**src/rtl/icu_pkg.sv**
```systemverilog
package icu_pkg;
    localparam int SRC_N = 15;
    localparam int LO_N  = 7;
    localparam int HI_N  = SRC_N - LO_N;
    localparam int IDW   = $clog2(SRC_N);

    typedef struct packed {
        logic             gie;
        logic [SRC_N-1:0] en;
        logic [SRC_N-1:0] req;
    } icu_state_t;
endpackage

```
**src/rtl/icu_edge.sv**
```systemverilog
module icu_edge #(
    parameter int N = 15
) (
    input  logic         clk,
    input  logic         rst_n,
    input  logic [N-1:0] lvl_i,
    output logic [N-1:0] rise_o
);
    logic [N-1:0] prev_q;

    // History resets high so a level present at reset is not an edge
    always_ff @(posedge clk or negedge rst_n) begin
        if (!rst_n) prev_q <= '1;
        else        prev_q <= lvl_i;
    end

    assign rise_o = lvl_i & ~prev_q;
endmodule

```
**src/rtl/icu_prio.sv**
```systemverilog
module icu_prio #(
    parameter int N   = 15,
    parameter int IDW = 4
) (
    input  logic [N-1:0]   pend_i,
    output logic           any_o,
    output logic [N-1:0]   sel_oh_o,
    output logic [IDW-1:0] idx_o
);
    logic [N:0] lower;
    assign lower[0] = 1'b0;

    genvar g;
    generate
        for (g = 0; g < N; g++) begin : g_chain
            assign lower[g+1]   = lower[g] | pend_i[g];
            assign sel_oh_o[g]  = pend_i[g] & ~lower[g];
        end
    endgenerate

    assign any_o = lower[N];

    always_comb begin
        idx_o = '0;
        for (int i = N - 1; i >= 0; i--) begin
            if (pend_i[i]) idx_o = IDW'(i);
        end
    end
endmodule

```
**src/rtl/irq_vector_ctl.sv**
```systemverilog
module irq_vector_ctl
    import icu_pkg::*;
#(
    parameter int          AW        = 8,
    parameter int          SPW       = 16,
    parameter int          FRAME_B   = 3,
    parameter logic [AW-1:0] A_REQ_LO = 8'hFA,
    parameter logic [AW-1:0] A_MSK_LO = 8'hFB,
    parameter logic [AW-1:0] A_REQ_HI = 8'hF8,
    parameter logic [AW-1:0] A_MSK_HI = 8'hF9
) (
    input  logic             clk,
    input  logic             rst_n,
    input  logic [SRC_N-1:0] irq_i,
    input  logic             reg_we_i,
    input  logic [AW-1:0]    reg_addr_i,
    input  logic [7:0]       reg_wdata_i,
    output logic [7:0]       reg_rdata_o,
    input  logic             boundary_i,
    input  logic             ei_i,
    input  logic             di_i,
    input  logic             iret_i,
    input  logic [SPW-1:0]   sp_i,
    output logic             take_o,
    output logic [IDW-1:0]   src_o,
    output logic [SPW-1:0]   vector_o,
    output logic [SPW-1:0]   sp_entry_o,
    output logic [SPW-1:0]   sp_return_o
);
    icu_state_t st_q, st_d;

    logic [SRC_N-1:0] rise;
    logic [SRC_N-1:0] sel_oh;
    logic             any_pend;
    logic             wr_req;

    icu_edge #(.N(SRC_N)) u_edge (
        .clk   (clk),
        .rst_n (rst_n),
        .lvl_i (irq_i),
        .rise_o(rise)
    );

    icu_prio #(.N(SRC_N), .IDW(IDW)) u_prio (
        .pend_i  (st_q.req & st_q.en),
        .any_o   (any_pend),
        .sel_oh_o(sel_oh),
        .idx_o   (src_o)
    );

    assign take_o      = boundary_i & st_q.gie & any_pend;
    assign vector_o    = SPW'(src_o) << 1;
    assign sp_entry_o  = sp_i - SPW'(FRAME_B);
    assign sp_return_o = sp_i + SPW'(FRAME_B);
    assign wr_req      = reg_we_i & ((reg_addr_i == A_REQ_LO) | (reg_addr_i == A_REQ_HI));

    always_comb begin
        unique case (reg_addr_i)
            A_REQ_LO: reg_rdata_o = {1'b0, st_q.req[LO_N-1:0]};
            A_MSK_LO: reg_rdata_o = {st_q.gie, st_q.en[LO_N-1:0]};
            A_REQ_HI: reg_rdata_o = st_q.req[SRC_N-1:LO_N];
            A_MSK_HI: reg_rdata_o = st_q.en[SRC_N-1:LO_N];
            default:  reg_rdata_o = 8'h00;
        endcase
    end

    always_comb begin
        st_d = st_q;
        if (reg_we_i) begin
            if (reg_addr_i == A_REQ_LO) st_d.req[LO_N-1:0]     = reg_wdata_i[LO_N-1:0];
            if (reg_addr_i == A_REQ_HI) st_d.req[SRC_N-1:LO_N] = reg_wdata_i;
            if (reg_addr_i == A_MSK_LO) {st_d.gie, st_d.en[LO_N-1:0]} = reg_wdata_i;
            if (reg_addr_i == A_MSK_HI) st_d.en[SRC_N-1:LO_N]  = reg_wdata_i;
        end
        if (ei_i || iret_i) st_d.gie = 1'b1;
        if (di_i)           st_d.gie = 1'b0;
        if (take_o) begin
            st_d.gie = 1'b0;
            st_d.req = st_d.req & ~sel_oh;
        end
        st_d.req = st_d.req | rise;
    end

    always_ff @(posedge clk or negedge rst_n) begin
        if (!rst_n) st_q <= '0;
        else        st_q <= st_d;
    end

    // Assertions
    p_sel_onehot_r6: assert property (@(posedge clk) disable iff (!rst_n)
        $onehot0(sel_oh));

    p_take_has_pending_r5: assert property (@(posedge clk) disable iff (!rst_n)
        take_o |-> ((st_q.req & st_q.en & sel_oh) != '0));

    p_edge_latched_r3: assert property (@(posedge clk) disable iff (!rst_n)
        (rise != '0) |=> ((st_q.req & $past(rise)) == $past(rise)));

    p_take_drops_gie_r7: assert property (@(posedge clk) disable iff (!rst_n)
        take_o |=> !st_q.gie);

    p_take_drops_req_r7: assert property (@(posedge clk) disable iff (!rst_n)
        (take_o && !wr_req && ((rise & sel_oh) == '0)) |=> ((st_q.req & $past(sel_oh)) == '0));

    p_iret_sets_gie_r8: assert property (@(posedge clk) disable iff (!rst_n)
        (iret_i && !take_o && !di_i) |=> st_q.gie);

    p_di_clears_gie_r8: assert property (@(posedge clk) disable iff (!rst_n)
        di_i |=> !st_q.gie);
endmodule

```
**config.mk**
```make
export PLATFORM = sky130hd
export DESIGN_NAME = irq_vector_ctl
export DESIGN_NICKNAME = d
export VERILOG_FILES = /design/src/rtl/icu_pkg.sv /design/src/rtl/icu_edge.sv /design/src/rtl/icu_prio.sv /design/src/rtl/irq_vector_ctl.sv
export SDC_FILE = /design/constraint.sdc
export NUM_CORES = 1
export LEC_CHECK = 0
export ABC_AREA = 0
export BUFFER_PORTS_ARGS = -buffer_cell sky130_fd_sc_hd__buf_4
export CAP_MARGIN = 10
export CORE_ASPECT_RATIO = 1.75
export CORE_MARGIN = 5
export CORE_UTILIZATION = 51
export DETAILED_ROUTE_END_ITERATION = 12
export GPL_ROUTABILITY_DRIVEN = 0
export GPL_TIMING_DRIVEN = 0
export PLACE_DENSITY = 0.9
export SYNTH_ARGS = -nofsm -noshare
export SYNTH_HDL_FRONTEND = slang
export SYNTH_HIERARCHICAL = 1
export SYNTH_SLANG_ARGS = --single-unit
export TNS_END_PERCENT = 1
```
**constraint.sdc**
```tcl
create_clock -name clk -period 2.8 [get_ports clk]
set_input_delay 0.14 -clock clk [delete_from_list [all_inputs] [get_ports clk]]
set_output_delay 0.14 -clock clk [all_outputs]
set_load 0.05 [all_outputs]
```
==> summary.json, run 1 <==
{
  "result_of_the_run": {"value": "finished, final reports clean"},
  "cts_post_setup_buffers_inserted": {"value": 0},
  "met3_usage": {"value": 0.0590},
  "worst_path_most_repeated_cell": {"value": "sky130_fd_sc_hd__and3_1"},
  "synth_compound_area_frac": {"value": 0.0739},
  "synth_area_leader_cell": {"value": "sky130_fd_sc_hd__dfrtp_1"},
  "cellPowerDensity": {"value": 463, "unit": "nW/um^2"},
  "synth_top_cells_by_area": {"value": "sky130_fd_sc_hd__dfrtp_1, sky130_fd_sc_hd__dfstp_2, sky130_fd_sc_hd__mux2_2"},
  "synth_warnings": {"value": 6},
  "die_width": {"value": 71.5, "unit": "um"},
  "criticalPathCategory": {"value": "flip-flop to output pin"},
  "rsz0062_at_grt": {"value": "false"},
  "core": {"value": 6490, "unit": "sq um"},
  "floorplan.die_area": {"value": 8400, "unit": "sq um"},
  "postLayoutCoreUtil": {"value": 0.702},
  "fin_skew": {"value": 8.40, "unit": "ps"},
  "synth_edf_count": {"value": 0},
  "synth_top_family_by_area": {"value": "simple AND/OR/NAND/NOR gates"},
  "syn-instance-count": {"value": 322},
  "dr.first_iter.drc_count": {"value": 61},
  "critical-path-top-delay-family": {"value": "simple AND/OR/NAND/NOR gates"},
  "grt_max_degree": {"value": 47},
  "gr-usage-all-layers": {"value": 0.232},
  "muxShareOfSynthArea": {"value": 0.150},
  "finalSetupViolCount": {"value": 0},
  "gr-total-overflow": {"value": 0},
  "crit_path_start_kind": {"value": "flip-flop"},
  "die_h": {"value": 118, "unit": "um"},
  "ys_dominant_reg_cell": {"value": "sky130_fd_sc_hd__dfrtp_1"},
  "syn_avg_cell_area": {"value": 10.5, "unit": "sq um"},
  "clock_insertion_delay_at_the_later_pin_of_the_skew_report": {"value": 290, "unit": "ps"},
  "cts_tree": {"value": "done"},
  "placed_cells_incl_taps": {"value": 512},
  "hold_ws": {"value": 110, "unit": "ps"},
  "insertedDiodeCount": {"value": 0},
  "routed-via-count": {"value": 2851},
  "area_growth_syn_to_layout": {"value": 35.2, "unit": "%"},
  "synth.ff_latch_count": {"value": 46},
  "met1_use_gr": {"value": 0.226},
  "num-nets-final": {"value": 508},
  "worst-path-buf-inv": {"value": 2},
  "detail_route.first_pass.iterations": {"value": 4},
  "layout_min_cycle_time": {"value": 2660, "unit": "ps"},
  "cp.required": {"value": 2660, "unit": "ps"},
  "timing.critical_path.arrival": {"value": 2520, "unit": "ps"},
  "ys_async_sr_fraction": {"value": 1.00},
  "boundaryPins": {"value": 115},
  "rows": {"value": 39},
  "via_count_of_the_first_global_routing_pass": {"value": 3190},
  "post_synth_instance_area": {"value": 3370, "unit": "sq um"},
  "route.final.wire_length": {"value": 9370, "unit": "um"},
  "grt_antenna_before_repair": {"value": 0},
  "gr-usage-met2": {"value": 0.418},
  "clock_tree.buffer_depth": {"value": 2},
  "power.static_leakage": {"value": 2.02, "unit": "nW"},
  "number_of_input_and_output_port_buffers_inserted": {"value": 96},
  "grt_first_pass_wirelength": {"value": 15300, "unit": "um"},
  "crit_path_end_kind": {"value": "output pin"},
  "cp_slowest_cell": {"value": "sky130_fd_sc_hd__nor4_2"},
  "power.ir.vdd_worst": {"value": 0.587, "unit": "mV"},
  "htreeDepth": {"value": 2},
  "clock_pin_transition_on_the_worst_setup_and_hold_timing_paths": {"value": 60, "unit": "ps"},
  "root_buffer": {"value": "sky130_fd_sc_hd__clkbuf_16"},
  "yosys.area_share.adder": {"value": 0.00742},
  "maxSlewViolCount": {"value": 0},
  "synth-xor-area-share": {"value": 0.0724},
  "slowest_delay": {"value": 440, "unit": "ps"},
  "totalPowerFinal": {"value": 2.11, "unit": "mW"},
  "post_dp_hpwl": {"value": 7250, "unit": "um"},
  "cts.sinks": {"value": 46},
  "yosys.area_share.simple": {"value": 0.275},
  "finalSetupTns": {"value": 0, "unit": "ps"},
  "hold_viol_final": {"value": 0},
  "crit_path_cell_trace": {"value": "and2_1, nor4_2, and3_1, buf_6, nand3_1, and3_1, buf_4"},
  "drt-wirelength-per-cell": {"value": 17.5, "unit": "um"},
  "reported_max_cap_violation_count": {"value": 0},
  "critical_path.max_fanout": {"value": 17},
  "layout.filler_cells": {"value": 464},
  "tritoncts.num_buffers": {"value": 5},
  "netlist-cell-type-count": {"value": 58},
  "post-route-period-util": {"value": 0.949},
  "maximum_achievable_frequency": {"value": 376, "unit": "MHz"},
  "instances_no_fill": {"value": 535},
  "area_share_of_the_largest_cell_type_after_synthesis": {"value": 0.230},
  "fraction_of_the_yosys_area_taken_by_sequential_cells": {"value": 0.347},
  "grt_most_used_layer": {"value": "met2"},
  "drc": {"value": 0},
  "drive_above_1_share": {"value": 0.486},
  "viasPerCell": {"value": 5.33},
  "starting_utilization_of_the_core_area": {"value": 0.519},
  "timing.hold.worst.class": {"value": "input port to flip-flop"},
  "timing.slew.headroom": {"value": 0.224},
  "timing_worst_slew_pin_value": {"value": 1150, "unit": "ps"},
  "drt.antenna.violating_nets": {"value": 0}
}
[sequential cells by signal (all words and copies together) (netlist names)]
signal,cells
u_edge/prev_q,15
st_q,31
[logic make-up (layout without fill, tap and decap cells)]
logic type,Yosys count,count (layout)
buf+inv,39,159
flops,46,46
other cells,1,12
mux,38,38
fa+ha+maj,2,2
simple gates,135,135
compound gates,34,34
xor+xnor,27,27
[placed cells by master (no fill, tap or decap), types with 2 or more instances in the layout]
| master | instances |
|---|---|
| sky130_fd_sc_hd__and2_1 | 16 |
| sky130_fd_sc_hd__o21ai_0 | 2 |
| sky130_fd_sc_hd__dfstp_2 | 15 |
| sky130_fd_sc_hd__nand2_1 | 25 |
| sky130_fd_sc_hd__and2_2 | 2 |
| sky130_fd_sc_hd__and3_2 | 3 |
| sky130_fd_sc_hd__clkbuf_1 | 3 |
| sky130_fd_sc_hd__clkbuf_16 | 5 |
| sky130_fd_sc_hd__buf_4 | 117 |
| sky130_fd_sc_hd__nor2b_4 | 15 |
| sky130_fd_sc_hd__nor4_2 | 5 |
| sky130_fd_sc_hd__o31a_1 | 2 |
| sky130_fd_sc_hd__mux4_2 | 7 |
| sky130_fd_sc_hd__inv_1 | 8 |
| sky130_fd_sc_hd__a31oi_1 | 2 |
| sky130_fd_sc_hd__a21oi_1 | 5 |
| sky130_fd_sc_hd__dfrtp_1 | 31 |
| sky130_fd_sc_hd__nor4_1 | 3 |
| sky130_fd_sc_hd__xor2_1 | 12 |
| sky130_fd_sc_hd__buf_6 | 3 |
| sky130_fd_sc_hd__nor2b_1 | 7 |
| sky130_fd_sc_hd__or2_2 | 2 |
| sky130_fd_sc_hd__nand4_1 | 4 |
| sky130_fd_sc_hd__or4_1 | 3 |
| sky130_fd_sc_hd__nand3_1 | 5 |
| sky130_fd_sc_hd__dlygate4sd3_1 | 17 |
| sky130_fd_sc_hd__nor3_1 | 5 |
| sky130_fd_sc_hd__mux2_2 | 31 |
| sky130_fd_sc_hd__a21o_1 | 15 |
| sky130_fd_sc_hd__xnor2_1 | 14 |
| sky130_fd_sc_hd__conb_1 | 12 |
| sky130_fd_sc_hd__and3_1 | 3 |
| sky130_fd_sc_hd__nor2_1 | 22 |
| sky130_fd_sc_hd__nand2b_1 | 2 |
| sky130_fd_sc_hd__ha_1 | 2 |
[cell type report]
class,instances,area [sq um],share of cell area
Clock buffer,6,139,0.0305
Tap cell,82,103,0.0225
Clock inverter,2,12.5,0.00275
Multi-Input combinational cell,248,2000,0.438
Inverter,8,30.0,0.00659
Timing Repair Buffer,114,898,0.197
Buffer,29,209,0.0459
Sequential cell,46,1170,0.257
[metrics by stage]
stage	worst slack [ps]	cell area [sq um]
floorplan	285	3410
global placement	271	4240
detailed placement	205	4240
CTS	12.6	4560
global route	12.8	4560
finish	144	4560
[power breakdown]
group / switching (mW) / total, mW / internal (mW)
logic: 0.489 / 0.790 / 0.301
clock network: 0.244 / 0.597 / 0.353
registers: 0.0224 / 0.725 / 0.703
[routing by layer]
layer,share of wire,vias to the layer above
li1,-,1345
met1,0.33,1336
met2,0.54,136
met3,0.080,34
met4,0.052,0
met5,0,-
[synthesized netlist by cell type, types with 2 or more instances]
cell                       count
sky130_fd_sc_hd__dfstp_2      15
sky130_fd_sc_hd__nor2_1       22
sky130_fd_sc_hd__clkbuf_1      5
sky130_fd_sc_hd__and2_1       16
sky130_fd_sc_hd__and3_1        3
sky130_fd_sc_hd__buf_4        20
sky130_fd_sc_hd__a31oi_1       2
sky130_fd_sc_hd__nor2b_1       7
sky130_fd_sc_hd__and2_2        2
sky130_fd_sc_hd__mux4_2        7
sky130_fd_sc_hd__xor2_1       12
sky130_fd_sc_hd__dfrtp_1      31
sky130_fd_sc_hd__or2_2         2
sky130_fd_sc_hd__buf_6         3
sky130_fd_sc_hd__nand2_1      25
sky130_fd_sc_hd__and3_2        3
sky130_fd_sc_hd__ha_1          2
sky130_fd_sc_hd__nor4_2        5
sky130_fd_sc_hd__o31a_1        2
sky130_fd_sc_hd__or4_1         3
sky130_fd_sc_hd__a21oi_1       5
sky130_fd_sc_hd__mux2_2       31
sky130_fd_sc_hd__nand2b_1      2
sky130_fd_sc_hd__a21o_1       15
sky130_fd_sc_hd__nor4_1        3
sky130_fd_sc_hd__nor3_1        5
sky130_fd_sc_hd__xnor2_1      14
sky130_fd_sc_hd__nand3_1       5
sky130_fd_sc_hd__o21ai_0       2
sky130_fd_sc_hd__inv_1         8
sky130_fd_sc_hd__nand4_1       4
sky130_fd_sc_hd__nor2b_4      15
[path summary, 6_finish.rpt]
kind                       slack, ps           start  cells past startpoint                 to
setup / recovery                 140        st_q[15]                      7             take_o
min in group asynchronous        400           rst_n                      2           st_q[18]
hold / removal                   110  reg_wdata_i[3]                      2           st_q[18]
setup reg to reg                 380        st_q[15]                      7           st_q[30]
max in group asynchronous       2010           rst_n                      2  u_edge/prev_q[12]
hold reg to reg                  530        st_q[24]                      1           st_q[24]
[what timing repair did]
action                                  in CTS  in global routing
gates resized for setup                      0                  0
endpoints found under the setup margin       1                  1
endpoints found under the hold margin       47                  0
hold buffers                                17                  0
Power figures use the tool's default switching activity.
==> inputs of run 2 (changes only) <==
--- a/config.mk
+++ b/config.mk
@@ -5,16 +5,16 @@
 export SDC_FILE = /design/constraint.sdc
 export NUM_CORES = 1
 export LEC_CHECK = 0
-export ABC_AREA = 0
+export ABC_AREA = 1
 export BUFFER_PORTS_ARGS = -buffer_cell sky130_fd_sc_hd__buf_4
 export CAP_MARGIN = 10
 export CORE_ASPECT_RATIO = 1.75
 export CORE_MARGIN = 5
-export CORE_UTILIZATION = 51
+export CORE_UTILIZATION = 53
 export DETAILED_ROUTE_END_ITERATION = 12
 export GPL_ROUTABILITY_DRIVEN = 0
 export GPL_TIMING_DRIVEN = 0
-export PLACE_DENSITY = 0.9
+export PLACE_DENSITY = 0.91
 export SYNTH_ARGS = -nofsm -noshare
 export SYNTH_HDL_FRONTEND = slang
 export SYNTH_HIERARCHICAL = 1
==> run 2 against run 1 <==
Compared with the run above:
- die area rose by 6.8%
- via count grew 44%
- highest routed layer unchanged
- clock skew fell by 3.6 ps
- first-iteration DRC count increased to 4.6 times the previous value
- largest power group unchanged
- count of clock-buffer cells in the layout rose by 1
- largest cell class unchanged
- cell area rose by 9.9%
- clock power up 16%
==> summary.json, run 2 <==
{
  "viasPerCell": {"value": 5.33},
  "yosys.area_share.adder": {"value": 0.00663},
  "boundaryPins": {"value": 115},
  "synth-xor-area-share": {"value": 0.0395},
  "drive_above_1_share": {"value": 0.311},
  "timing_worst_slew_pin_value": {"value": 583, "unit": "ps"},
  "grt_max_degree": {"value": 47},
  "power.static_leakage": {"value": 2.73, "unit": "nW"},
  "detail_route.first_pass.iterations": {"value": 5},
  "synth_compound_area_frac": {"value": 0.0547},
  "syn_avg_cell_area": {"value": 6.85, "unit": "sq um"},
  "hold_viol_final": {"value": 0},
  "timing.slew.headroom": {"value": 0.609},
  "reported_max_cap_violation_count": {"value": 0},
  "htreeDepth": {"value": 2},
  "synth_warnings": {"value": 6},
  "cp.required": {"value": 2660, "unit": "ps"},
  "largest_reg_flops": {"value": 31},
  "die_width": {"value": 73.8, "unit": "um"},
  "largest_registers": {"value": "st_q: 31 flops, u_edge/prev_q: 15 flops"},
  "tritoncts.num_buffers": {"value": 5},
  "result_of_the_run": {"value": "finished, final reports clean"},
  "ys_dominant_reg_cell": {"value": "sky130_fd_sc_hd__dfrtp_1"},
  "cts.sinks": {"value": 46},
  "core": {"value": 6910, "unit": "sq um"},
  "syn-instance-count": {"value": 551},
  "synth_area_leader_cell": {"value": "sky130_fd_sc_hd__dfrtp_1"},
  "timing.critical_path.arrival": {"value": 2450, "unit": "ps"},
  "synth.ff_latch_count": {"value": 46},
  "synth_top_cells_by_area": {"value": "sky130_fd_sc_hd__dfrtp_1, sky130_fd_sc_hd__nand2_1, sky130_fd_sc_hd__inv_1"},
  "ys_async_sr_fraction": {"value": 1.00},
  "most_common_cell_in_the_netlist": {"value": "sky130_fd_sc_hd__nand2_1"},
  "mostFrequentLayoutCell": {"value": "sky130_fd_sc_hd__nand2_1"},
  "rsz0062_at_grt": {"value": "false"},
  "timing.hold.worst.class": {"value": "input port to flip-flop"},
  "finalSetupTns": {"value": 0, "unit": "ps"},
  "clock_insertion_delay_at_the_later_pin_of_the_skew_report": {"value": 290, "unit": "ps"},
  "post-route-period-util": {"value": 0.926},
  "yosys-top-cells-count": {"value": "sky130_fd_sc_hd__nand2_1, sky130_fd_sc_hd__inv_1, sky130_fd_sc_hd__nand3_1"},
  "clock_pin_transition_on_the_worst_setup_and_hold_timing_paths": {"value": 60, "unit": "ps"},
  "via_count_of_the_first_global_routing_pass": {"value": 3957},
  "fraction_of_the_yosys_area_taken_by_sequential_cells": {"value": 0.310},
  "area_growth_syn_to_layout": {"value": 32.8, "unit": "%"},
  "synth_edf_count": {"value": 0},
  "power.ir.vdd_worst": {"value": 0.496, "unit": "mV"},
  "drt.antenna.violating_nets": {"value": 0},
  "starting_utilization_of_the_core_area": {"value": 0.546},
  "mostFrequentLayoutCells": {"value": "sky130_fd_sc_hd__nand2_1, sky130_fd_sc_hd__buf_4, sky130_fd_sc_hd__inv_1"},
  "maxSlewViolCount": {"value": 0},
  "gr-total-overflow": {"value": 0},
  "netlist-cell-type-count": {"value": 37},
  "synth_top_family_by_area": {"value": "simple AND/OR/NAND/NOR gates"},
  "cellPowerDensity": {"value": 449, "unit": "nW/um^2"},
  "die_h": {"value": 122, "unit": "um"},
  "root_buffer": {"value": "sky130_fd_sc_hd__clkbuf_16"},
  "grt_first_pass_wirelength": {"value": 18100, "unit": "um"},
  "critical_path.max_fanout": {"value": 10},
  "grt_antenna_before_repair": {"value": 0},
  "totalPowerFinal": {"value": 2.25, "unit": "mW"},
  "area_share_of_the_largest_cell_type_after_synthesis": {"value": 0.206},
  "muxShareOfSynthArea": {"value": 0},
  "dr.first_iter.drc_count": {"value": 278},
  "floorplan.die_area": {"value": 8970, "unit": "sq um"},
  "crit_path_start_kind": {"value": "flip-flop"},
  "route.final.wire_length": {"value": 11500, "unit": "um"},
  "routed-via-count": {"value": 4109},
  "cts_repair_resize_count": {"value": 0},
  "num-nets-final": {"value": 742},
  "rows": {"value": 40},
  "drc": {"value": 0},
  "number_of_input_and_output_port_buffers_inserted": {"value": 101},
  "criticalPathCategory": {"value": "flip-flop to output pin"},
  "cts_tree": {"value": "done"},
  "post_dp_hpwl": {"value": 8850, "unit": "um"},
  "gr-usage-all-layers": {"value": 0.263},
  "post_synth_instance_area": {"value": 3770, "unit": "sq um"},
  "clock_tree.buffer_depth": {"value": 2},
  "maximum_achievable_frequency": {"value": 386, "unit": "MHz"},
  "layout_min_cycle_time": {"value": 2590, "unit": "ps"},
  "yosys.area_share.simple": {"value": 0.419},
  "finalSetupViolCount": {"value": 0},
  "drt-wirelength-per-cell": {"value": 14.9, "unit": "um"},
  "crit_path_end_kind": {"value": "output pin"},
  "fin_skew": {"value": 4.83, "unit": "ps"},
  "most_flops_register": {"value": "st_q"},
  "insertedDiodeCount": {"value": 0}
}
-- run 2: cell count changes after synthesis, moves of 15 or more --
cell and delta:
sky130_fd_sc_hd__nor2_2 +17, sky130_fd_sc_hd__nand4_1 +22, sky130_fd_sc_hd__o21ai_2 +16, sky130_fd_sc_hd__nor2b_4 -15, sky130_fd_sc_hd__nand3_1 +56, sky130_fd_sc_hd__a21o_1 -15, sky130_fd_sc_hd__mux2_2 -31, sky130_fd_sc_hd__inv_1 +99
sky130_fd_sc_hd__nand2_1 +118, sky130_fd_sc_hd__and2_1 -15
-- run 2: kinds of logic after synthesis --
kind of cell,after synthesis
and+or+nand+nor,316
buffers and inverters,141
DFF,46
AOI/OAI and AO/OA,28
xor gates and xnor gates,17
adders and majority gates,2
other,1
-- run 2: area by class of cell --
cell class | instances | area [sq um]
clock buffers | 7 | 143
repair buffers | 117 | 918
plain buffers | 31 | 224
fillers | 537 | 1900
well taps | 84 | 105
flip-flops and latches | 46 | 1170
multi-input cells | 375 | 2010
clock inverters | 1 | 30.0
inverters | 110 | 413
-- run 2: worst paths after layout --
path	from	endpoint	slack [ps]	cells after the start
max	st_q[0]	take_o	210	11
min	reg_wdata_i[7]	st_q[29]	150	3
max reg2reg	st_q[0]	st_q[6]	520	13
min reg2reg	st_q[25]	st_q[25]	510	2
max in group asynchronous	rst_n	st_q[5]	2000	2
min in group asynchronous	rst_n	st_q[11]	400	2
-- run 2: worst max-delay path, stage by stage (launching register included) --
cell and delay, ps:
sky130_fd_sc_hd__dfrtp_1 380, sky130_fd_sc_hd__nand2_1 60, sky130_fd_sc_hd__inv_1 150, sky130_fd_sc_hd__inv_2 80, sky130_fd_sc_hd__nand3_4 130, sky130_fd_sc_hd__nor2_8 60, sky130_fd_sc_hd__nand3_4 80, sky130_fd_sc_hd__nand3b_4 130
sky130_fd_sc_hd__nand3_1 90, sky130_fd_sc_hd__inv_1 250, sky130_fd_sc_hd__buf_1 440, sky130_fd_sc_hd__buf_4 300
-- run 2: metrics by stage --
stage / setup slack (ps) / cell area (sq um) / hold WS, ps / util / cells
2_1_floorplan: 514 / 3810 / -156 / - / 562
3_3_place_gp: 651 / 4680 / 168 / 0.677 / 747
3_5_place_dp: 610 / 4680 / 173 / 0.677 / 747
4_1_cts: 280 / 5010 / 144 / 0.725 / 771
5_1_grt: 111 / 5010 / 147 / 0.725 / 771
6_report: 209 / 5010 / 150 / 0.725 / 771
-- run 2: power breakdown --
group	switching, mW	total, mW	internal (mW)
Sequential	0.0196	0.721	0.701
Combinational	0.559	0.835	0.277
Clock	0.247	0.692	0.446
-- run 2: what timing repair did --
action	4_1_cts	5_1_grt
hold buffers	16	0
setup buffers	0	0
endpoints found under the hold margin	46	0
-- run 2: per-layer routing --
| layer | vias up | GRT usage | wire [um] |
|---|---|---|---|
| met1 | 1825 | 0.262 | 3670 |
| li1 | 1956 | - | - |
| met2 | 261 | 0.473 | 5960 |
| met3 | 67 | 0.0495 | 1090 |
| met5 | - | 0 | 0 |
| met4 | 0 | 0.176 | 747 |
==> inputs of run 3 (changes only) <==
--- a/config.mk
+++ b/config.mk
@@ -9,14 +9,13 @@
 export BUFFER_PORTS_ARGS = -buffer_cell sky130_fd_sc_hd__buf_4
 export CAP_MARGIN = 10
 export CORE_ASPECT_RATIO = 1.75
-export CORE_MARGIN = 5
-export CORE_UTILIZATION = 53
+export CORE_MARGIN = 2
+export CORE_UTILIZATION = 52
 export DETAILED_ROUTE_END_ITERATION = 12
 export GPL_ROUTABILITY_DRIVEN = 0
 export GPL_TIMING_DRIVEN = 0
 export PLACE_DENSITY = 0.91
 export SYNTH_ARGS = -nofsm -noshare
 export SYNTH_HDL_FRONTEND = slang
-export SYNTH_HIERARCHICAL = 1
 export SYNTH_SLANG_ARGS = --single-unit
 export TNS_END_PERCENT = 1
==> constraint.sdc (replaced) <==
create_clock -name clk -period 2.4 [get_ports clk]
set_input_delay 0.12 -clock clk [delete_from_list [all_inputs] [get_ports clk]]
set_output_delay 0.12 -clock clk [all_outputs]
set_load 0.05 [all_outputs]
==> run 3 against run 2 <==
Compared with the run above:
- worst hold slack worse by 99 ps
- utilization shrank 0.76 points
- cell area shrank 7.0%
- combinational power up 19%
- first-iteration DRC count fell by 50%
- count of clock-buffer cells in the layout up 1
- routed wire length is 14% lower
- sequential power increased by 20%
- synthesized area fell by 7.6%
- critical path depth decreased by 4
- synthesized cell count fell by 9.8%
==> summary.json, run 3 <==
{
  "netSwitchingPower": {"value": 0.979, "unit": "mW"},
  "maxSlewViolCount": {"value": 0},
  "detail_route.first_pass.iterations": {"value": 5},
  "number_of_input_and_output_port_buffers_inserted": {"value": 96},
  "rows": {"value": 39},
  "via_count_of_the_first_global_routing_pass": {"value": 3680},
  "criticalPathCategory": {"value": "flip-flop to output pin"},
  "timing_worst_slew_pin_value": {"value": 565, "unit": "ps"},
  "root_buffer": {"value": "sky130_fd_sc_hd__clkbuf_16"},
  "cts_post_setup_buffers_inserted": {"value": 0},
  "critPathLaunch": {"value": "st_q[21]"},
  "starting_utilization_of_the_core_area": {"value": 0.537},
  "clock_tree.buffer_depth": {"value": 2},
  "finalSetupTns": {"value": 0, "unit": "ps"},
  "clock_pin_transition_on_the_worst_setup_and_hold_timing_paths": {"value": 60, "unit": "ps"},
  "mostFrequentLayoutCells": {"value": "sky130_fd_sc_hd__nand2_1, sky130_fd_sc_hd__buf_4, sky130_fd_sc_hd__inv_1"},
  "result_of_the_run": {"value": "finished, final reports clean"},
  "die_width": {"value": 65.9, "unit": "um"},
  "cts.sinks": {"value": 46},
  "finalSetupViolCount": {"value": 0},
  "syn_avg_cell_area": {"value": 7.02, "unit": "sq um"},
  "rsz0062_at_grt": {"value": "false"},
  "cp.required": {"value": 2280, "unit": "ps"},
  "route.final.wire_length": {"value": 9890, "unit": "um"},
  "pwr-share-seq": {"value": 0.339},
  "cellPowerDensity": {"value": 547, "unit": "nW/um^2"},
  "ys_async_sr_fraction": {"value": 1.00},
  "drc": {"value": 0},
  "netSwitchingFraction": {"value": 0.384},
  "setup.reg_to_reg.worst_slack": {"value": 740, "unit": "ps"},
  "cts_repair_resize_count": {"value": 0},
  "largest_registers": {"value": "st_q: 31 flops, u_edge.prev_q: 15 flops"},
  "syn-instance-count": {"value": 497},
  "floorplan.die_area": {"value": 7400, "unit": "sq um"},
  "gr-usage-all-layers": {"value": 0.272},
  "hold_viol_final": {"value": 0},
  "core": {"value": 6490, "unit": "sq um"},
  "boundaryPins": {"value": 115},
  "post_synth_instance_area": {"value": 3490, "unit": "sq um"},
  "dr.first_iter.drc_count": {"value": 139},
  "fraction_of_the_yosys_area_taken_by_sequential_cells": {"value": 0.335},
  "synth_area_leader_cell": {"value": "sky130_fd_sc_hd__dfrtp_1"},
  "postLayoutCoreUtil": {"value": 0.718},
  "crit_path_end_kind": {"value": "output pin"},
  "synth.ff_latch_count": {"value": 46},
  "post-route-period-util": {"value": 0.861},
  "power.internal": {"value": 1.57, "unit": "mW"},
  "timing.critical_path.arrival": {"value": 1950, "unit": "ps"},
  "worstReg2RegEnd": {"value": "st_q[8]"},
  "insertedDiodeCount": {"value": 0},
  "synth_top_cells_by_area": {"value": "sky130_fd_sc_hd__dfrtp_1, sky130_fd_sc_hd__nand2_1, sky130_fd_sc_hd__dfstp_2"},
  "end_point_of_the_worst_hold_path": {"value": "st_q[29]"},
  "drt-wirelength-per-cell": {"value": 13.9, "unit": "um"},
  "synth_warnings": {"value": 0},
  "most_common_cell_in_the_netlist": {"value": "sky130_fd_sc_hd__nand2_1"},
  "synth_edf_count": {"value": 0},
  "pwr-share-comb": {"value": 0.389},
  "grt_max_degree": {"value": 47},
  "min_from": {"value": "reg_wdata_i[7]"},
  "maximum_achievable_frequency": {"value": 484, "unit": "MHz"},
  "grt_antenna_before_repair": {"value": 0},
  "timing.slew.headroom": {"value": 0.623},
  "num-nets-final": {"value": 683},
  "htreeDepth": {"value": 2},
  "viasPerCell": {"value": 5.21},
  "critical_path.max_fanout": {"value": 5},
  "timing.rr.start": {"value": "st_q[21]"},
  "timing.hold.worst.class": {"value": "input port to flip-flop"},
  "reported_max_cap_violation_count": {"value": 0},
  "drt.antenna.violating_nets": {"value": 0},
  "yosys-top-cells-count": {"value": "sky130_fd_sc_hd__nand2_1, sky130_fd_sc_hd__inv_1, sky130_fd_sc_hd__dfrtp_1"},
  "clock_insertion_delay_at_the_later_pin_of_the_skew_report": {"value": 290, "unit": "ps"},
  "area_share_of_the_largest_cell_type_after_synthesis": {"value": 0.222},
  "power.ir.vdd_worst": {"value": 0.702, "unit": "mV"},
  "most_flops_register": {"value": "st_q"},
  "worstHoldPathCells": {"value": 3},
  "cts_tree": {"value": "done"},
  "tritoncts.num_buffers": {"value": 5},
  "area_growth_syn_to_layout": {"value": 33.6, "unit": "%"},
  "netlist-cell-type-count": {"value": 41},
  "largest_reg_flops": {"value": 31},
  "reg2reg_depth": {"value": 8},
  "mostFrequentLayoutCell": {"value": "sky130_fd_sc_hd__nand2_1"},
  "fin_skew": {"value": 8.77, "unit": "ps"},
  "ys_dominant_reg_cell": {"value": "sky130_fd_sc_hd__dfrtp_1"},
  "post_dp_hpwl": {"value": 7730, "unit": "um"},
  "routed-via-count": {"value": 3701},
  "grt_first_pass_wirelength": {"value": 15500, "unit": "um"},
  "layout_min_cycle_time": {"value": 2070, "unit": "ps"},
  "die_h": {"value": 112, "unit": "um"},
  "crit_path_start_kind": {"value": "flip-flop"},
  "gr-total-overflow": {"value": 0},
  "clock_power_share": {"value": 0.273},
  "power.static_leakage": {"value": 2.55, "unit": "nW"},
  "drive_above_1_share": {"value": 0.301}
}
==> run 3: logic make-up after synthesis <==
kind of cell / Yosys count / share of synthesized area
flops: 46 / 0.335
fa+ha+maj: 2 / 0.00718
simple gates: 266 / 0.356
compound gates: 45 / 0.0876
xor+xnor: 24 / 0.0603
other cells: 1 / 0.00108
buf+inv: 113 / 0.152
==> run 3: layer usage <==
metal	track usage	share of wire
met4	0.203	0.063
met5	0	0
met2	0.511	0.53
met3	0.0511	0.085
met1	0.241	0.32
==> run 3: per-stage QoR <==
stage                     cell area, sq um  power, mW  instances  worst slack, ps  hold slack (ps)
final                                 4660       2.55        710              333             51.0
after global placement                4350       1.81        686              730              149
after floorplan                       3530       1.54        508              331             -176
after global routing                  4660       2.66        710              267             91.0
after CTS                             4660       2.55        710              359             64.1
after detailed placement              4350       1.83        686              691              155
==> run 3: worst max path at each step <==
stage          cells past startpoint  slack (ps)           to
2_1_floorplan                      6         330  vector_o[3]
4_1_cts                            7         360  vector_o[4]
3_3_place_gp                       7         730  vector_o[4]
5_1_grt                            7         270  vector_o[4]
6_report                           7         330  vector_o[4]
3_5_place_dp                       7         690  vector_o[4]
==> run 3: power by group through the flow <==
stage	logic [mW]	clock network, mW	registers, mW
2_1_floorplan	0.675	0	0.866
3_3_place_gp	0.941	0	0.872
3_5_place_dp	0.959	0	0.874
4_1_cts	0.985	0.702	0.861
5_1_grt	1.05	0.742	0.866
6_report	0.991	0.694	0.863
==> run 3: worst max-delay path, cell delays in order, from the launching register on <==
cell	delay (ps)
sky130_fd_sc_hd__dfrtp_1	400
sky130_fd_sc_hd__nand2_1	180
sky130_fd_sc_hd__nand2_1	100
sky130_fd_sc_hd__inv_1	120
sky130_fd_sc_hd__nand3_2	160
sky130_fd_sc_hd__nor2_1	330
sky130_fd_sc_hd__buf_4	180
sky130_fd_sc_hd__buf_4	180
==> run 3: cell type report <==
class                      instances  area (sq um)
sequential                        46          1170
timing repair buffer             112           881
clock buffer                       8           146
fill                             537          1830
multi-input combinational        349          1830
inverter                          84           315
buffer                            29           215
tap                               82           103
==> run 3: what timing repair did <==
action                                  CTS  global route
hold buffers                             16             0
endpoints found under the hold margin    46             0
endpoints found under the setup margin    0             0
